$ cat config.mk
export PLATFORM = sky130hd
export DESIGN_NAME = costas_track
export DESIGN_NICKNAME = d
export VERILOG_FILES = /design/src/rtl/costas_track_pkg.sv /design/src/rtl/costas_track_arm.sv /design/src/rtl/costas_track_dp.sv /design/src/rtl/costas_track_ctl.sv /design/src/rtl/costas_track.sv
export SDC_FILE = /design/constraint.sdc
export NUM_CORES = 2
export LEC_CHECK = 0
export ABC_AREA = 1
export CORE_UTILIZATION = 60
export CTS_CLUSTER_DIAMETER = 30
export CTS_CLUSTER_SIZE = 30
export DETAILED_ROUTE_END_ITERATION = 10
export DONT_BUFFER_PORTS = 1
export GPL_ROUTABILITY_DRIVEN = 0
export PLACE_DENSITY_LB_ADDON = 0.08
export SLEW_MARGIN = 20
export SYNTH_ARGS = -nofsm -noshare
export SYNTH_HDL_FRONTEND = slang
export SYNTH_SLANG_ARGS = --single-unit
$ cat constraint.sdc
create_clock -name clk -period 7.9 [get_ports clk]
set_clock_uncertainty 0.15 [all_clocks]
set_input_delay 1.58 -clock clk [delete_from_list [all_inputs] [get_ports clk]]
set_output_delay 1.58 -clock clk [all_outputs]
set_load 0.01 [all_outputs]
$ cat src/rtl/costas_track_pkg.sv
package costas_track_pkg;

  localparam int LUT_AW  = 6;
  localparam int SINE_W  = 8;
  localparam int QUARTER = 16;

  typedef struct packed {
    logic advance;
  } ctlStrobes_t;

  // one quarter of the wave, entries 0..16 = round(127*sin(pi*r/32))
  function automatic logic signed [SINE_W-1:0] quarterSine(input logic [4:0] r);
    case (r)
      5'd0:  return 8'sd0;
      5'd1:  return 8'sd12;
      5'd2:  return 8'sd25;
      5'd3:  return 8'sd37;
      5'd4:  return 8'sd49;
      5'd5:  return 8'sd60;
      5'd6:  return 8'sd71;
      5'd7:  return 8'sd81;
      5'd8:  return 8'sd90;
      5'd9:  return 8'sd98;
      5'd10: return 8'sd106;
      5'd11: return 8'sd112;
      5'd12: return 8'sd117;
      5'd13: return 8'sd122;
      5'd14: return 8'sd125;
      5'd15: return 8'sd126;
      default: return 8'sd127;
    endcase
  endfunction

  function automatic logic signed [SINE_W-1:0] sineAt(input logic [LUT_AW-1:0] k);
    logic [4:0] half;
    logic [4:0] fold;
    logic signed [SINE_W-1:0] mag;
    half = k[4:0];
    fold = (half > 5'd16) ? 5'(6'd32 - {1'b0, half}) : half;
    if (k[4:0] == 5'd16) fold = 5'd16;
    mag = quarterSine(fold);
    return k[5] ? -mag : mag;
  endfunction

endpackage

$ cat src/rtl/costas_track_arm.sv
module costas_track_arm #(
  parameter int SAMP_W     = 8,
  parameter int REF_W      = 8,
  parameter int FILT_SHIFT = 4,
  localparam int ARM_W     = SAMP_W + REF_W
) (
  input  logic                     clk,
  input  logic                     rst,
  input  logic                     advance,
  input  logic signed [SAMP_W-1:0] sampleIn,
  input  logic signed [REF_W-1:0]  refVal,
  output logic signed [ARM_W-1:0]  armVal
);

  logic signed [ARM_W-1:0] sampX;
  logic signed [ARM_W-1:0] refX;
  logic signed [ARM_W-1:0] mixed;
  logic signed [ARM_W:0]   diff;
  logic signed [ARM_W:0]   diffShift;

  assign sampX     = ARM_W'(sampleIn);
  assign refX      = ARM_W'(refVal);
  assign mixed     = sampX * refX;
  assign diff      = $signed({mixed[ARM_W-1], mixed}) - $signed({armVal[ARM_W-1], armVal});
  assign diffShift = diff >>> FILT_SHIFT;

  always_ff @(posedge clk) begin
    if (rst)          armVal <= '0;
    else if (advance) armVal <= armVal + diffShift[ARM_W-1:0];
  end

endmodule

$ cat src/rtl/costas_track_dp.sv
module costas_track_dp
  import costas_track_pkg::*;
#(
  parameter int PHASE_W    = 16,
  parameter int SAMP_W     = 8,
  parameter int FILT_SHIFT = 4,
  parameter int ERR_SHIFT  = 14,
  parameter int GAIN_SHIFT = 2,
  localparam int ARM_W     = SAMP_W + SINE_W,
  localparam int PROD_W    = 2 * ARM_W,
  localparam int SUM_W     = PHASE_W + 2
) (
  input  logic                     clk,
  input  logic                     rst,
  input  ctlStrobes_t              ctrl,
  input  logic signed [SAMP_W-1:0] sampleIn,
  input  logic [PHASE_W-1:0]       nomStep,
  input  logic [PHASE_W-1:0]       minStep,
  input  logic [PHASE_W-1:0]       maxStep,
  output logic signed [ARM_W-1:0]  iArm,
  output logic signed [ARM_W-1:0]  loopErr,
  output logic [PHASE_W-1:0]       phaseStep
);

  logic [PHASE_W-1:0]       phaseAcc;
  logic [LUT_AW-1:0]        tblIdx [2];
  logic signed [SINE_W-1:0] refs   [2];
  logic signed [ARM_W-1:0]  arms   [2];

  assign tblIdx[0] = phaseAcc[PHASE_W-1 -: LUT_AW];
  assign tblIdx[1] = phaseAcc[PHASE_W-1 -: LUT_AW] + LUT_AW'(QUARTER);

  for (genvar g = 0; g < 2; g++) begin : g_arm
    assign refs[g] = sineAt(tblIdx[g]);
    costas_track_arm #(
      .SAMP_W(SAMP_W), .REF_W(SINE_W), .FILT_SHIFT(FILT_SHIFT)
    ) u_arm (
      .clk(clk), .rst(rst), .advance(ctrl.advance),
      .sampleIn(sampleIn), .refVal(refs[g]), .armVal(arms[g])
    );
  end

  assign iArm = arms[0];

  // error path: arm product, scale, one-pole smoothing
  logic signed [PROD_W-1:0] armProd;
  logic signed [PROD_W-1:0] armScaled;
  logic signed [ARM_W-1:0]  errTarget;
  logic signed [ARM_W:0]    errDiff;
  logic signed [ARM_W:0]    errDiffShift;

  assign armProd      = PROD_W'(arms[0]) * PROD_W'(arms[1]);
  assign armScaled    = armProd >>> ERR_SHIFT;
  assign errTarget    = armScaled[ARM_W-1:0];
  assign errDiff      = $signed({errTarget[ARM_W-1], errTarget}) - $signed({loopErr[ARM_W-1], loopErr});
  assign errDiffShift = errDiff >>> FILT_SHIFT;

  // step steering with clamp, lower bound applied last
  logic signed [ARM_W-1:0] errGain;
  logic signed [SUM_W-1:0] stepSum;
  logic signed [SUM_W-1:0] stepHiCut;
  logic signed [SUM_W-1:0] stepClamped;
  logic signed [SUM_W-1:0] minS;
  logic signed [SUM_W-1:0] maxS;

  assign errGain   = loopErr >>> GAIN_SHIFT;
  assign minS      = $signed({2'b00, minStep});
  assign maxS      = $signed({2'b00, maxStep});
  assign stepSum   = $signed({2'b00, nomStep}) + SUM_W'(errGain);
  assign stepHiCut = (stepSum > maxS) ? maxS : stepSum;
  assign stepClamped = (stepHiCut < minS) ? minS : stepHiCut;

  always_ff @(posedge clk) begin
    if (rst) begin
      phaseAcc  <= '0;
      loopErr   <= '0;
      phaseStep <= nomStep;
    end else if (ctrl.advance) begin
      phaseAcc  <= phaseAcc + phaseStep;
      loopErr   <= loopErr + errDiffShift[ARM_W-1:0];
      phaseStep <= stepClamped[PHASE_W-1:0];
    end
  end

endmodule

$ cat src/rtl/costas_track_ctl.sv
module costas_track_ctl
  import costas_track_pkg::*;
#(
  parameter int ERR_W    = 16,
  parameter int LOCK_LEN = 64,
  localparam int CNT_W   = $clog2(LOCK_LEN + 1)
) (
  input  logic                    clk,
  input  logic                    rst,
  input  logic                    inValid,
  input  logic signed [ERR_W-1:0] loopErr,
  input  logic [ERR_W-1:0]        lockThresh,
  output ctlStrobes_t             ctrl,
  output logic                    locked
);

  logic [ERR_W:0]   errMag;
  logic             errBelow;
  logic [CNT_W-1:0] runCnt;

  assign ctrl.advance = inValid;
  assign errMag   = loopErr[ERR_W-1] ? (ERR_W+1)'(-$signed({loopErr[ERR_W-1], loopErr}))
                                     : {1'b0, loopErr};
  assign errBelow = errMag < {1'b0, lockThresh};

  always_ff @(posedge clk) begin
    if (rst) begin
      runCnt <= '0;
      locked <= 1'b0;
    end else if (ctrl.advance) begin
      if (errBelow) begin
        runCnt <= (runCnt == CNT_W'(LOCK_LEN)) ? runCnt : runCnt + 1'b1;
        locked <= (runCnt >= CNT_W'(LOCK_LEN - 1));
      end else begin
        runCnt <= '0;
        locked <= 1'b0;
      end
    end
  end

endmodule

$ cat src/rtl/costas_track.sv
module costas_track
  import costas_track_pkg::*;
#(
  parameter int PHASE_W    = 16,
  parameter int SAMP_W     = 8,
  parameter int FILT_SHIFT = 4,
  parameter int ERR_SHIFT  = 14,
  parameter int GAIN_SHIFT = 2,
  parameter int LOCK_LEN   = 64,
  localparam int ARM_W     = SAMP_W + SINE_W
) (
  input  logic                     clk,
  input  logic                     rst,
  input  logic                     inValid,
  input  logic signed [SAMP_W-1:0] sampleIn,
  input  logic [PHASE_W-1:0]       nomStep,
  input  logic [PHASE_W-1:0]       minStep,
  input  logic [PHASE_W-1:0]       maxStep,
  input  logic [ARM_W-1:0]         lockThresh,
  output logic signed [ARM_W-1:0]  iArm,
  output logic                     bitOut,
  output logic signed [ARM_W-1:0]  loopErr,
  output logic [PHASE_W-1:0]       phaseStep,
  output logic                     locked
);

  ctlStrobes_t ctrl;

  costas_track_ctl #(.ERR_W(ARM_W), .LOCK_LEN(LOCK_LEN)) u_ctl (
    .clk(clk), .rst(rst), .inValid(inValid), .loopErr(loopErr),
    .lockThresh(lockThresh), .ctrl(ctrl), .locked(locked)
  );

  costas_track_dp #(
    .PHASE_W(PHASE_W), .SAMP_W(SAMP_W), .FILT_SHIFT(FILT_SHIFT),
    .ERR_SHIFT(ERR_SHIFT), .GAIN_SHIFT(GAIN_SHIFT)
  ) u_dp (
    .clk(clk), .rst(rst), .ctrl(ctrl), .sampleIn(sampleIn),
    .nomStep(nomStep), .minStep(minStep), .maxStep(maxStep),
    .iArm(iArm), .loopErr(loopErr), .phaseStep(phaseStep)
  );

  assign bitOut = ~iArm[ARM_W-1];

endmodule

Word level (Yosys, flattened, before mapping)
Memories as Yosys holds them, arrays and structs flattened.
Cells that the tools add are included.

storage, ports and cells
  bits in registers = 88
  output and inout bits = 50
  memory bits (read-only) = 224
  word-level logic and storage cells = 56
  bits of input ports = 75
  memories kept = 2

operators by class
  eq/ne operators = 4
  muxes and demuxes = 16
  reduce and logical (&&, ||, !) cells = 2
  magnitude comparators = 6
  multipliers = 3
  bitwise gates (word level) = 1
  add/sub/neg operators = 15

memory list
  memory           depth  bits a word  rd ports  clocked after Yosys merged registers in  write ports  RTL line                text
  (no name shown)  16     7            1         0                                        0            costas_track_pkg.sv:13  case (r)
  (no name shown)  16     7            1         0                                        0            costas_track_pkg.sv:13

operators with widths
  kind                   count
  $add A16 B16 Y16       4
  $sub A16 B16 Y17       3
  $mux W16               3
  $mul A8 B8 Y16         2
  $mux W8                4
  $mul A16 B16 Y30       1
  $mux W5                4
  $add A17 B14 Y18       1
  $gt A18 B17 Y1         1
  $lt A18 B17 Y1         1
  $mux W18               1
  $lt A17 B16 Y1         1
  $mux W17               1
  $neg A16 Y17           1
  $neg A8 Y8             2
  $mux W7                2
  $eq A5 B5 Y1 const B   2
  $gt A5 B5 Y1 const B   2
  $sub A1 B5 Y5 const A  2
  $add A7 B1 Y7 const B  1
  $eq A7 B7 Y1 const B   1
  $ge A7 B6 Y1 const B   1
  $add A6 B5 Y6 const B  1
  $ne A2 B2 Y1 const B   1
  4 further kinds        4

Longest topological paths before layout
An unclocked memory read counts as a cell.

  depth in word-level cells = 11
  gate-level depth with buffers = 57
  gate-level depth less buffers = 55

Cells and area by module
A second synthesis with hierarchy kept.

unflattened totals
  cell total of the unflattened synthesis = 3,656
  area, all modules = 26,773.2 um^2

by module, submodules not included
  module            sequential area each (um^2)  area an instance (um^2)  cells each  instances
  costas_track_dp   1,121.1                      16,136.7                 2,204       1
  costas_track_arm  320.3                        4,654.5                  621         2
  costas_track_ctl  160.2                        1,323.8                  209         1
  costas_track      0.0                          3.8                      1           1

Least setup slack after synthesis
Ideal clock, no wire load.

  path kind = register to register
  from = register u_dp.phaseAcc[10]
  to = register u_dp.g_arm[1].u_arm.armVal[14]
  period minus slack after synthesis = 8,522 ps
  stages on the path, launching flop included = 48
  data required time = 7,631 ps
  arrival time = 8,253 ps
  path buffers = 0
  setup slack = -622 ps
  setup time = 119 ps
  cell sequence = dfxtp_1 inv_2 ha_1 nand3_1 ha_1 inv_1 a21oi_1 nand2_1 inv_1 ha_1 nand2_1 a22o_1 o21ai_1 inv_1 ha_1 inv_1 nor3_2 nor2_1 (+12 left out) a21oi_1 nand2_1 a21oi_1 xnor2_1 ha_1 nand2_1 nor2_1 nor2_1 o21ai_0 nand2_1 nand2_1 a21oi_1 o21ai_0 a21oi_1 o21ai_0 a21oi_1 o21ai_0 nand2_1

on the way
  longest elaborated chain between the ends = 11
  elaborated cells on any way between the ends = 13
  classes of those cells = add/sub (5); mul (1); order compare (1); eq/ne (1); mux (4); memory (1)

ends and longest elaborated chain
  item                                           RTL line                text
  start, declared                                costas_track_dp.sv:25   logic [PHASE_W-1:0] phaseAcc;
  start signal, assigned                         costas_track_dp.sv:79   phaseAcc <= phaseAcc + phaseStep;
  $add A6 B5 Y6 *                                costas_track_dp.sv:31   assign tblIdx[1] = phaseAcc[PHASE_W-1 -: LUT_AW] + LUT_AW'(QUARTER);
  $sub A1 B5 Y5 or $gt A5 B5 Y1 (tied branches)  costas_track_pkg.sv:39  fold = (half > 5'd16) ? 5'(6'd32 - {1'b0, half}) : half;
  $mux W5                                        costas_track_pkg.sv:39
  $mux W5                                        costas_track_pkg.sv:40  if (k[4:0] == 5'd16) fold = 5'd16;
  $mem_v2 Z16 W7                                 n/a
  $mux W8                                        costas_track_pkg.sv:13
  $neg A8 Y8                                     costas_track_pkg.sv:42  return k[5] ? -mag : mag;
  $mux W8 *                                      costas_track_pkg.sv:42
  $mul A8 B8 Y16 *                               costas_track_arm.sv:23  assign mixed = sampX * refX;
  $sub A16 B16 Y17 *                             costas_track_arm.sv:24  assign diff = $signed({mixed[ARM_W-1], mixed}) - $signed({armVal[ARM_W-1], armVal});
  $add A16 B16 Y16 *                             costas_track_arm.sv:29  else if (advance) armVal <= armVal + diffShift[ARM_W-1:0];
  end signal, assigned                           costas_track_arm.sv:29
  end, declared                                  costas_track_arm.sv:12  output logic signed [ARM_W-1:0] armVal

Every way passes the cells marked *; elsewhere a longest branch is shown, timed or not.
A chain may end at the register's enable or synchronous reset.

Worst setup path in the final report
  from = register u_dp.g_arm[0].u_arm.armVal[8]
  to = register u_dp.loopErr[15]

on the way
  longest elaborated chain between the ends = 3

ends and longest elaborated chain
  item                    RTL line                text
  start, declared         costas_track_arm.sv:12
  start signal, assigned  costas_track_arm.sv:29
  $mul A16 B16 Y30        costas_track_dp.sv:52   assign armProd = PROD_W'(arms[0]) * PROD_W'(arms[1]);
  $sub A16 B16 Y17        costas_track_dp.sv:55   assign errDiff = $signed({errTarget[ARM_W-1], errTarget}) - $signed({loopErr[ARM_W-1], loopErr});
  $add A16 B16 Y16        costas_track_dp.sv:80   loopErr <= loopErr + errDiffShift[ARM_W-1:0];
  end signal, assigned    costas_track_dp.sv:80
  end, declared           costas_track_dp.sv:21   output logic signed [ARM_W-1:0] loopErr,

Every way passes these cells.

==> metrics.yaml <==
antenna_found_initial: 1
violations: "setup timing"
clock.fmax_mhz: 121
placed_cells: 4194
slew_violations: 0
die_h_um: 208
rr_worst_depth: 45
drcViolationCount: 0
period_needed_ns: 8.24
drt_pass1_iterations: 6
fillers: 3132
regToRegSetupSlack_ns: -0.34
instances_no_fill: 4260
async_flop_share: 0
multiInputGateArea_um2: 21800
die_w_um: 208
dp_hpwl_um: 59500
yosysWarnings: 0
synthesis.nets: 4148
grtUsageTotal: 0.350
utilization: 0.748
slew_headroom: 0.233
drt-initial-drc-count: 1235
cts.sinks: 88
grt_pass1_vias: 25000
clk_latency_ns: 0.39
start_util: 0.607
cp_slowest_cell: "fa_1"
yosys.area.top_type: "fa_1"
viasPerCell: 5.48
clk_pin_slew_ns: 0.07
fin_ws_ns: -0.340
area_delta_synth_final_pct: 23.2
htree_levels: 3
drive_gt1_frac: 0.237
dieArea_um2: 43200
worst_hold_slack_ns: 0.319
holdPathStages: 2
rows: 75
io_pins: 125
syn_inst: 3368
synth_top_cell_area_share: 0.309
hold_buffers: 0
crit_path_start_kind: "register"
worstSetupEndpointType: "register"
path_common_cell: "nand2_1"
tritoncts: "yes"
ys_ff_latch: 88
status: "finished, violations left"
synth_edf_count: 16
antenna_cells: 0
hold_path.class: "reg2reg"
nNetsFinal: 4496
critical_path_class: "reg2reg"
crit_path_max_fanout: 5
numPortBuffers: 0
gr-total-overflow: 0
crit_arrival_ns: 8.38
yosysSeqAreaShare: 0.0757
grt_max_degree: 52
wl_per_cell_um: 17.5
synthTopCellsByArea: "fa_1, ha_1, inv_1"
synth_flop_cell: "dfxtp_1"
r2r_start: "u_dp.g_arm[0].u_arm.armVal[8]$_SDFFE_PP0P_"
hold_violations: 0
cts_made_buffers: 9
syn_area_per_cell_um2: 7.54
drv_cap: 0
seq_area_um2: 1980
fin_crit_sh: 1.04
vias: 23300
hold_path.startpoint: "u_dp.phaseAcc[4]$_SDFFE_PP0P_"
rsz0062_at_grt: "yes"
worst_slew_pin_slew_ns: 1.15
routed_wl_um: 74300
ys_types: 64
ant_nets: 0
crit_path_start: "u_dp.g_arm[0].u_arm.armVal[8]$_SDFFE_PP0P_"
core-area_um2: 41900
clock_path_buffers: 2
root_buffer: "clkbuf_16"
netlist_area_um2: 25400
timing.rr.end: "u_dp.loopErr[15]$_SDFFE_PP0P_"
required_ns: 8.04
setup_viol: 13
max_stage_delay_ns: 0.60
endpoint: "u_dp.loopErr[15]$_SDFFE_PP0P_"
grt_pass1_wl_um: 121000
[per-stage QoR]
stage               area, µm²  setup slack [ns]  TNS, ns
finish                  31300            -0.340    -1.98
detailed placement      28700            -0.784    -8.23
global placement        28700            -0.672    -5.04
floorplan               25600           0.00233        0
CTS                     30000            -0.182    -1.21
global route            31300            -0.611    -8.29
[critical path, delay by kind of cell (launching register included)]
kind | cells | cell delay [ns]
DFF | 1 | 0.37
AOI/OAI and AO/OA | 8 | 1.33
and+or+nand+nor | 18 | 1.41
adders and majority gates | 9 | 3.86
xor gates and xnor gates | 2 | 0.39
buffers and inverters | 8 | 0.61
[synthesized netlist by cell type (all sizes together), types with 17 or more instances]
master,count
clkbuf,85
a21oi,168
xor2,96
nand2,743
fa,392
nor2,217
nand3b,17
inv,808
buf,26
ha,313
nand3,87
o21ai,136
xnor2,36
dfxtp,72
nor3,27
o22ai,25
[cell usage in the layout, fill, tap and decap left out, types with 19 or more instances in the layout]
cell type and count:
nor2_2 22, buf_4 417, o21ai_2 30, a21oi_2 45, inv_1 751, a21oi_1 113
nand3_1 67, ha_4 44, fa_1 380, nor2_1 186, o22ai_1 20, nand2_1 671
buf_6 28, dfxtp_1 50, xor2_1 80, nand2_2 53, ha_1 268, o21ai_0 84
xnor2_1 29, nand2_4 19, inv_2 53
[layout make-up]
class	instances	area share
Clock inverter	7	0.00224
Multi-Input combinational cell	2357	0.696
Clock buffer	9	0.00720
Sequential cell	88	0.0632
Timing Repair Buffer	448	0.112
Tap cell	539	0.0215
Inverter	812	0.0977
[kinds of logic (layout without fill, tap and decap cells)]
kind of cell / after synthesis / in the layout / share of synthesized area
AO/OA/AOI/OAI: 399 / 399 / 0.0892
XOR/XNOR: 132 / 132 / 0.0485
adder cells (fa/ha/maj): 705 / 705 / 0.463
buffers and inverters: 923 / 1276 / 0.140
flip-flops: 88 / 88 / 0.0757
AND/OR/NAND/NOR: 1121 / 1121 / 0.184
[how the worst min path moves through the flow]
stage,slack [ns],endpoint
after global routing,0.36,u_ctl.runCnt[1]$_SDFFE_PP0P_
final,0.32,u_dp.phaseAcc[4]$_SDFFE_PP0P_
after detailed placement,0.31,u_dp.phaseAcc[4]$_SDFFE_PP0P_
after global placement,0.29,u_dp.phaseAcc[2]$_SDFFE_PP0P_
after floorplan,0.28,u_dp.phaseAcc[2]$_SDFFE_PP0P_
after CTS,0.33,u_dp.phaseAcc[4]$_SDFFE_PP0P_
[routing by layer]
layer | wire [µm] | up-vias | global-route usage
li1 | - | 10900 | -
met1 | 28400 | 11400 | 0.411
met2 | 37800 | 791 | 0.632
met3 | 4620 | 221 | 0.0566
met4 | 3470 | 2 | 0.151
met5 | 18 | - | 0
[registers in the layout, summed over array words and instances, names as in the netlist]
name and count:
u_ctl.locked 1, u_ctl.runCnt 7, u_dp.g_arm.u_arm.armVal 32, u_dp.loopErr 16
u_dp.phaseAcc 16, u_dp.phaseStep 16
[repair_timing]
action                                  4_1_cts  5_1_grt
resized for setup                           188      254
setup buffers                                40       27
endpoints found under the setup margin       25       29
pin swaps                                   106      180
Power is not shown: default switching activity piles up to over one toggle a cycle in this logic, so the estimate is an artifact.
